$ cat src/rtl/msg_irq_pkg.sv
package msg_irq_pkg;
  localparam int MAX_OBJ   = 32;
  localparam int REG_IDX_W = 5;
  localparam int BYTE_W    = 8;

  typedef enum logic [2:0] {
    EK_NONE   = 3'b000,
    EK_RXFULL = 3'b001,
    EK_FRAG   = 3'b010,
    EK_TXUND  = 3'b100
  } err_kind_e;

  // Lowest set position of a vector; 0 when empty.
  function automatic logic [REG_IDX_W-1:0] lowest_set(input logic [MAX_OBJ-1:0] v);
    logic [REG_IDX_W-1:0] r;
    r = '0;
    for (int i = MAX_OBJ - 1; i >= 0; i--) begin
      if (v[i]) r = REG_IDX_W'(i);
    end
    return r;
  endfunction

  // Priority among the kinds of one object: underflow, fragmentation, full.
  function automatic err_kind_e pick_kind(input logic und, input logic frg, input logic full);
    if (und)       return EK_TXUND;
    else if (frg)  return EK_FRAG;
    else if (full) return EK_RXFULL;
    else           return EK_NONE;
  endfunction

  function automatic logic [BYTE_W-1:0] pack_cmpl(input logic any, input logic [REG_IDX_W-1:0] idx);
    return {2'b00, any, idx};
  endfunction

  function automatic logic [BYTE_W-1:0] pack_err(input err_kind_e k, input logic [REG_IDX_W-1:0] idx);
    return {k, idx};
  endfunction
endpackage

$ cat src/rtl/cmpl_encoder.sv
module cmpl_encoder
  import msg_irq_pkg::*;
#(
  parameter int NUM_OBJ = 32
) (
  input  logic                 clk,
  input  logic                 rst_n,
  input  logic [NUM_OBJ-1:0]   flags,
  input  logic [NUM_OBJ-1:0]   en,
  output logic [NUM_OBJ-1:0]   masked,
  output logic                 any_q,
  output logic [REG_IDX_W-1:0] idx_q
);
  logic                 any_d;
  logic [REG_IDX_W-1:0] idx_d;

  assign masked = flags & en;
  assign any_d  = |masked;
  assign idx_d  = lowest_set(MAX_OBJ'(masked));

  always_ff @(posedge clk) begin
    if (!rst_n) begin
      any_q <= 1'b0;
      idx_q <= '0;
    end else begin
      any_q <= any_d;
      idx_q <= any_d ? idx_d : '0;
    end
  end
endmodule

$ cat src/rtl/err_capture.sv
module err_capture
  import msg_irq_pkg::*;
#(
  parameter int NUM_OBJ = 32
) (
  input  logic                 clk,
  input  logic                 rst_n,
  input  logic [NUM_OBJ-1:0]   txund,
  input  logic [NUM_OBJ-1:0]   frag,
  input  logic [NUM_OBJ-1:0]   rxfull,
  output logic                 evt,
  output err_kind_e            kind_q,
  output logic [REG_IDX_W-1:0] idx_q
);
  logic [NUM_OBJ-1:0]   obj_hit;
  logic [REG_IDX_W-1:0] win_idx;
  err_kind_e            win_kind;

  for (genvar g = 0; g < NUM_OBJ; g++) begin : g_hit
    assign obj_hit[g] = txund[g] | frag[g] | rxfull[g];
  end

  assign evt      = |obj_hit;
  assign win_idx  = lowest_set(MAX_OBJ'(obj_hit));
  assign win_kind = pick_kind(txund[win_idx], frag[win_idx], rxfull[win_idx]);

  always_ff @(posedge clk) begin
    if (!rst_n) begin
      kind_q <= EK_NONE;
      idx_q  <= '0;
    end else if (evt) begin
      kind_q <= win_kind;
      idx_q  <= win_idx;
    end
  end
endmodule

$ cat src/rtl/info_read_mux.sv
module info_read_mux
  import msg_irq_pkg::*;
(
  input  logic              rd_word,
  input  logic              rd_addr,
  input  logic [BYTE_W-1:0] cmpl_byte,
  input  logic [BYTE_W-1:0] err_byte,
  output logic [2*BYTE_W-1:0] rd_data
);
  always_comb begin
    if (rd_word)      rd_data = {err_byte, cmpl_byte};
    else if (rd_addr) rd_data = {{BYTE_W{1'b0}}, err_byte};
    else              rd_data = {{BYTE_W{1'b0}}, cmpl_byte};
  end
endmodule

$ cat src/rtl/msg_irq_info.sv
module msg_irq_info
  import msg_irq_pkg::*;
#(
  parameter int NUM_OBJ = 32
) (
  input  logic               clk,
  input  logic               rst_n,
  input  logic [NUM_OBJ-1:0] cmpl_flags,
  input  logic [NUM_OBJ-1:0] irq_en,
  input  logic [NUM_OBJ-1:0] ev_txund,
  input  logic [NUM_OBJ-1:0] ev_frag,
  input  logic [NUM_OBJ-1:0] ev_rxfull,
  input  logic               rd_word,
  input  logic               rd_addr,
  output logic [15:0]        rd_data
);
  logic [NUM_OBJ-1:0]   cmpl_masked;
  logic                 cmpl_any_q;
  logic [REG_IDX_W-1:0] cmpl_idx_q;
  logic                 err_evt;
  err_kind_e            err_kind_q;
  logic [REG_IDX_W-1:0] err_idx_q;
  logic [BYTE_W-1:0]    cmpl_byte;
  logic [BYTE_W-1:0]    err_byte;

  cmpl_encoder #(.NUM_OBJ(NUM_OBJ)) u_cmpl (
    .clk(clk), .rst_n(rst_n), .flags(cmpl_flags), .en(irq_en),
    .masked(cmpl_masked), .any_q(cmpl_any_q), .idx_q(cmpl_idx_q)
  );

  err_capture #(.NUM_OBJ(NUM_OBJ)) u_err (
    .clk(clk), .rst_n(rst_n), .txund(ev_txund), .frag(ev_frag), .rxfull(ev_rxfull),
    .evt(err_evt), .kind_q(err_kind_q), .idx_q(err_idx_q)
  );

  assign cmpl_byte = pack_cmpl(cmpl_any_q, cmpl_idx_q);
  assign err_byte  = pack_err(err_kind_q, err_idx_q);

  info_read_mux u_rd (
    .rd_word(rd_word), .rd_addr(rd_addr),
    .cmpl_byte(cmpl_byte), .err_byte(err_byte), .rd_data(rd_data)
  );
endmodule

$ cat config.mk
export PLATFORM = sky130hd
export DESIGN_NAME = msg_irq_info
export DESIGN_NICKNAME = d
export VERILOG_FILES = /design/src/rtl/msg_irq_pkg.sv /design/src/rtl/cmpl_encoder.sv /design/src/rtl/err_capture.sv /design/src/rtl/info_read_mux.sv /design/src/rtl/msg_irq_info.sv
export SDC_FILE = /design/constraint.sdc
export NUM_CORES = 1
export LEC_CHECK = 0
export CORE_MARGIN = 3
export CORE_UTILIZATION = 35
export CTS_CLUSTER_SIZE = 28
export DETAILED_ROUTE_END_ITERATION = 7
export MAX_ROUTING_LAYER = met4
export PLACE_DENSITY = 0.78
export SLEW_MARGIN = 20
export SYNTH_ARGS = -nofsm -noshare
export SYNTH_HDL_FRONTEND = slang
export SYNTH_HIERARCHICAL = 1
export SYNTH_SLANG_ARGS = --single-unit
$ cat constraint.sdc
create_clock -name clk -period 4.9 [get_ports clk]
set_clock_uncertainty 0.15 [all_clocks]
set_input_delay 1.225 -clock clk [delete_from_list [all_inputs] [get_ports clk]]
set_output_delay 1.225 -clock clk [all_outputs]
set_load 0.05 [all_outputs]
======== After elaboration in Yosys (flattened, before gate mapping) ========
Cells that the tools add are included.
word-level totals
  register bits after elaboration ......... 14
  input bits .............................. 164
  output and inout port bits .............. 16
operators by class
  magnitude comparators ................... 1
  mux-type cells .......................... 74
  bitwise gates (word level) .............. 67
  reductions and logical operators ........ 7
operators by type and width
  operator                                             number
  two-way mux 5 bit                                    48
  bitwise OR 1 bit                                     64
  OR reduction 32 bit                                  2
  bitwise AND 32 bit                                   1
  two-way mux 4 bit                                    8
  two-way mux 3 bit                                    6
  OR reduction 18 bit                                  1
  two-way mux 16 bit                                   1
  binary-select mux 1 bit (select 5 bit)               3
  OR reduction 10 bit                                  1
  two-way mux 8 bit                                    1
  < comparator 5 x 6 -> 1 bit (second input constant)  1
  OR reduction 6 bit                                   1
  two-way mux 1 bit                                    5
  two-way mux 2 bit                                    2
  OR reduction 4 bit                                   1
  OR reduction 3 bit                                   1
  inverter 1 bit                                       2

======== Logic depth before layout (Yosys ltp) ========
  depth after elaboration ................. 39
  depth in mapped cells ................... 14
  gate-level depth less buffers ........... 11

======== Cells and area by module ========
Netlist, hierarchy kept.
by module, submodules not included
  module         times used  cells an instance  area each (um2)  sequential area each (um2)
  err_capture    1           292                1961.9           160.2
  cmpl_encoder   1           123                848.3            120.1
  info_read_mux  1           18                 205.2            0.0
  msg_irq_info   1           1                  3.8              0.0

======== Least setup slack after synthesis ========
No wires, ideal clock.
  kind .................................... input -> register
  start ................................... input port ev_rxfull[13]
  end ..................................... register u_err.kind_q[1]
  library setup time ...................... 84 ps
  data arrival time ....................... 4137 ps
  required time ........................... 4666 ps
  setup slack ............................. 528 ps
  stages .................................. 12
  path buffers ............................ 1
  cell sequence ........................... or3_4 > or4_4 > nor2_1 > a21o_1 > buf_2 > mux2i_1 > nor3_2 > or4_4 > o32ai_2 > o211ai_1 > and2_4 > o31ai_2
between the ends
  cells in the longest elaborated chain, start to end .. 19
  elaborated cells on any way between the ends .. 22
RTL lines
  what                                     line                RTL
  from (decl)                              msg_irq_info.sv:12  input logic [NUM_OBJ-1:0] ev_rxfull,
  bitwise OR 1 bit (*)                     err_capture.sv:20   assign obj_hit[g] = txund[g] | frag[g] | rxfull[g];
  two-way mux 5 bit (14 in series)         msg_irq_pkg.sv:18   if (v[i]) r = REG_IDX_W'(i);
  binary-select mux 1 bit (select 5 bit)   err_capture.sv:25   assign win_kind = pick_kind(txund[win_idx], frag[win_idx], rxfull[win_idx]);
  two-way mux 1 bit (not written as such)  err_capture.sv:25
  two-way mux 3 bit                        msg_irq_pkg.sv:26   else if (frg) return EK_FRAG;
  two-way mux 3 bit                        msg_irq_pkg.sv:25   if (und) return EK_TXUND;
  to (signal assigned)                     err_capture.sv:32   kind_q <= win_kind;
  to (decl)                                err_capture.sv:12   output err_kind_e kind_q,
Every way passes the cells marked *; elsewhere a longest branch is shown, timed or not. The select of a mux whose other input is x is not followed.
A chain may end at the register's enable or synchronous reset.

======== Final worst setup path ========
Ends and elaborated chain as after synthesis.

==> qor.yml <==
synthesis:
  ys_warn_count: 6
  avgSynthCellArea_um2: 7.02
  mappedNetlistArea_um2: 2990
  netlist_instances: 425
layout:
  drive_gt1_frac: 0.164
  nets: 804
  n_antenna_cell: 0
  area_delta_synth_final_pct: 74.9
  instances_no_fill: 744
  layout_common_cells: "179 x clkdlybuf4s50_1, 79 x nand2_1, 42 x buf_4, 33 x nor2_1, 29 x a21oi_1"
  layout_commonest_cell: "clkdlybuf4s50_1"
critical_path:
  cp-end-kind: "register"
  path_class: "primary input to register"
  crit_chain: "clkdlybuf4s50_1, or3_4, or4_4, nor2_1, a21o_1, mux2i_1, nor3_2, or4_4, o32ai_2, o211ai_1, and2_4, o31ai_2"
  ff2ff_setup_slack_ps: 3950
  critPathBufInv: 1
  critPathMostFrequentCell: "or4_4"
  worstPathArrival_ps: 4730
  crit_fanout: 4
  worstSetupStartpointType: "primary input"
  r2r-end: "u_err/kind_q[0]"
  crit_slowest_cell: "or4_4"
  cp_top_family: "simple AND/OR/NAND/NOR gates"
  r2r_cells: 2
  crit_required_ps: 4910
  reg2reg_from: "u_err/kind_q[0]"
  cpPeakStageDelay_ps: 590
detailed_routing:
  drc: 0
  drt-total-wl_mm: 13.6
  via_per_inst: 5.57
  first_iter_violations: 221
  wl_per_cell_um: 18.3
  vias: 4147
  final_antenna_net_count: 0
  firstDrtPassIters: 7
die:
  fp.dieW_um: 98.4
  io_pins: 180
  start_util: 0.362
  die_h_um: 98.4
  core-area_um2: 8260
  die_area_um2: 9670
  fp-row-count: 33
global_routing:
  grt_pass1_vias: 4335
  globalRouteOverflowTotal: 0
  grt_pass1_wl_mm: 21.6
  antenna_found_initial: 0
  grtUsageTotal: 0.279
  grt_max_degree: 22
worst_hold_path:
  hold_start: "u_err/kind_q[2]"
  hold_end: "u_err/kind_q[2]"
  whs_path_depth: 2
  hold_path_class: "register to register"
placed_design:
  routabilityCongestion: 0.999
  hpwl_mm: 11.8
  dp_cells: 740
  port_buffers: 179
cts:
  clock-sinks: 14
  hold_buffers: 0
  root_buffer: "clkbuf_8"
  clk_pin_slew_ps: 50
  post-cts-setup-buffers: 0
  cts_tree: "built"
  clock_path_buffers: 2
  post_cts_resized: 0
  htreeDepth: 1
  clk_latency_ps: 240
  cts_buffers: 3
sta:
  worst_pin_slew_ps: 527
  max_freq_mhz: 212
  period_needed_ps: 4720
  fin_crit_sh: 0.963
  setup_viol: 0
  setup_tns_ps: 0
  final-hold-violation-count: 0
  grt_setup_unrepaired: "no"
  slew_headroom: 0.648
  report.final.slew_viol_count: 0
power:
  power.density_nw_per_um2: 109
  ir_worst_vdd_mv: 0.0991
  p_leak_nw: 2.10
run_status:
  outcome: "finished clean"
run:
  drv_cap: 0
## per-layer routing
| layer | vias up | GRT usage | part of all wire |
|---|---|---|---|
| met5 | - | - | 0 |
| met4 | 0 | 0.0882 | 0.025 |
| met3 | 22 | 0.0307 | 0.069 |
| met2 | 209 | 0.504 | 0.51 |
| met1 | 1879 | 0.321 | 0.40 |
| li1 | 2037 | - | - |
## tightest hold or removal path, cell delays in order, from the launching register on
cell	delay (ps)
dfxtp_1	320
nand2_1	60
a21oi_1	60
## per-stage QoR
step                      setup slack [ps]  utilization  hold WS [ps]  instance area (µm²)  power (mW)
after floorplan                        528            -           294                 2990       0.255
after global placement                99.6        0.625           323                 5160       0.458
after detailed placement              15.4        0.625           332                 5160       0.461
after CTS                              229        0.632           339                 5220       0.570
after global routing                  81.4        0.632           354                 5220       0.603
final                                  181        0.632           339                 5220       0.569
## where the power goes
| part | internal (mW) | switching (mW) | total [mW] |
|---|---|---|---|
| Clock | 0.0709 | 0.0362 | 0.107 |
| Sequential | 0.118 | 0.00277 | 0.121 |
| Combinational | 0.197 | 0.143 | 0.341 |
## state kept, by name, summed over array words and instances, names as in the netlist
| signal | cells |
|---|---|
| u_cmpl/idx_q | 5 |
| u_err/idx_q | 5 |
| u_err/kind_q | 3 |
| u_cmpl/any_q | 1 |
## worst max-delay path by stage
stage	depth (start not counted)	startpoint	slack, ps	endpoint
global placement	12	ev_txund[12]	100	u_err/kind_q[1]
global route	13	ev_txund[1]	80	u_err/kind_q[0]
CTS	12	ev_rxfull[13]	230	u_err/kind_q[1]
floorplan	12	ev_rxfull[13]	530	u_err/kind_q[1]
finish	12	ev_rxfull[13]	180	u_err/kind_q[1]
detailed placement	12	ev_rxfull[13]	20	u_err/kind_q[1]
## final cells by class
cell class,instances,area (µm²)
multi-input cells,388,2600
fillers,719,3040
well taps,105,131
clock buffers,4,55.1
inverters,12,45.0
flip-flops and latches,14,280
repair buffers,221,2110
(Power assumes the default switching activity.)
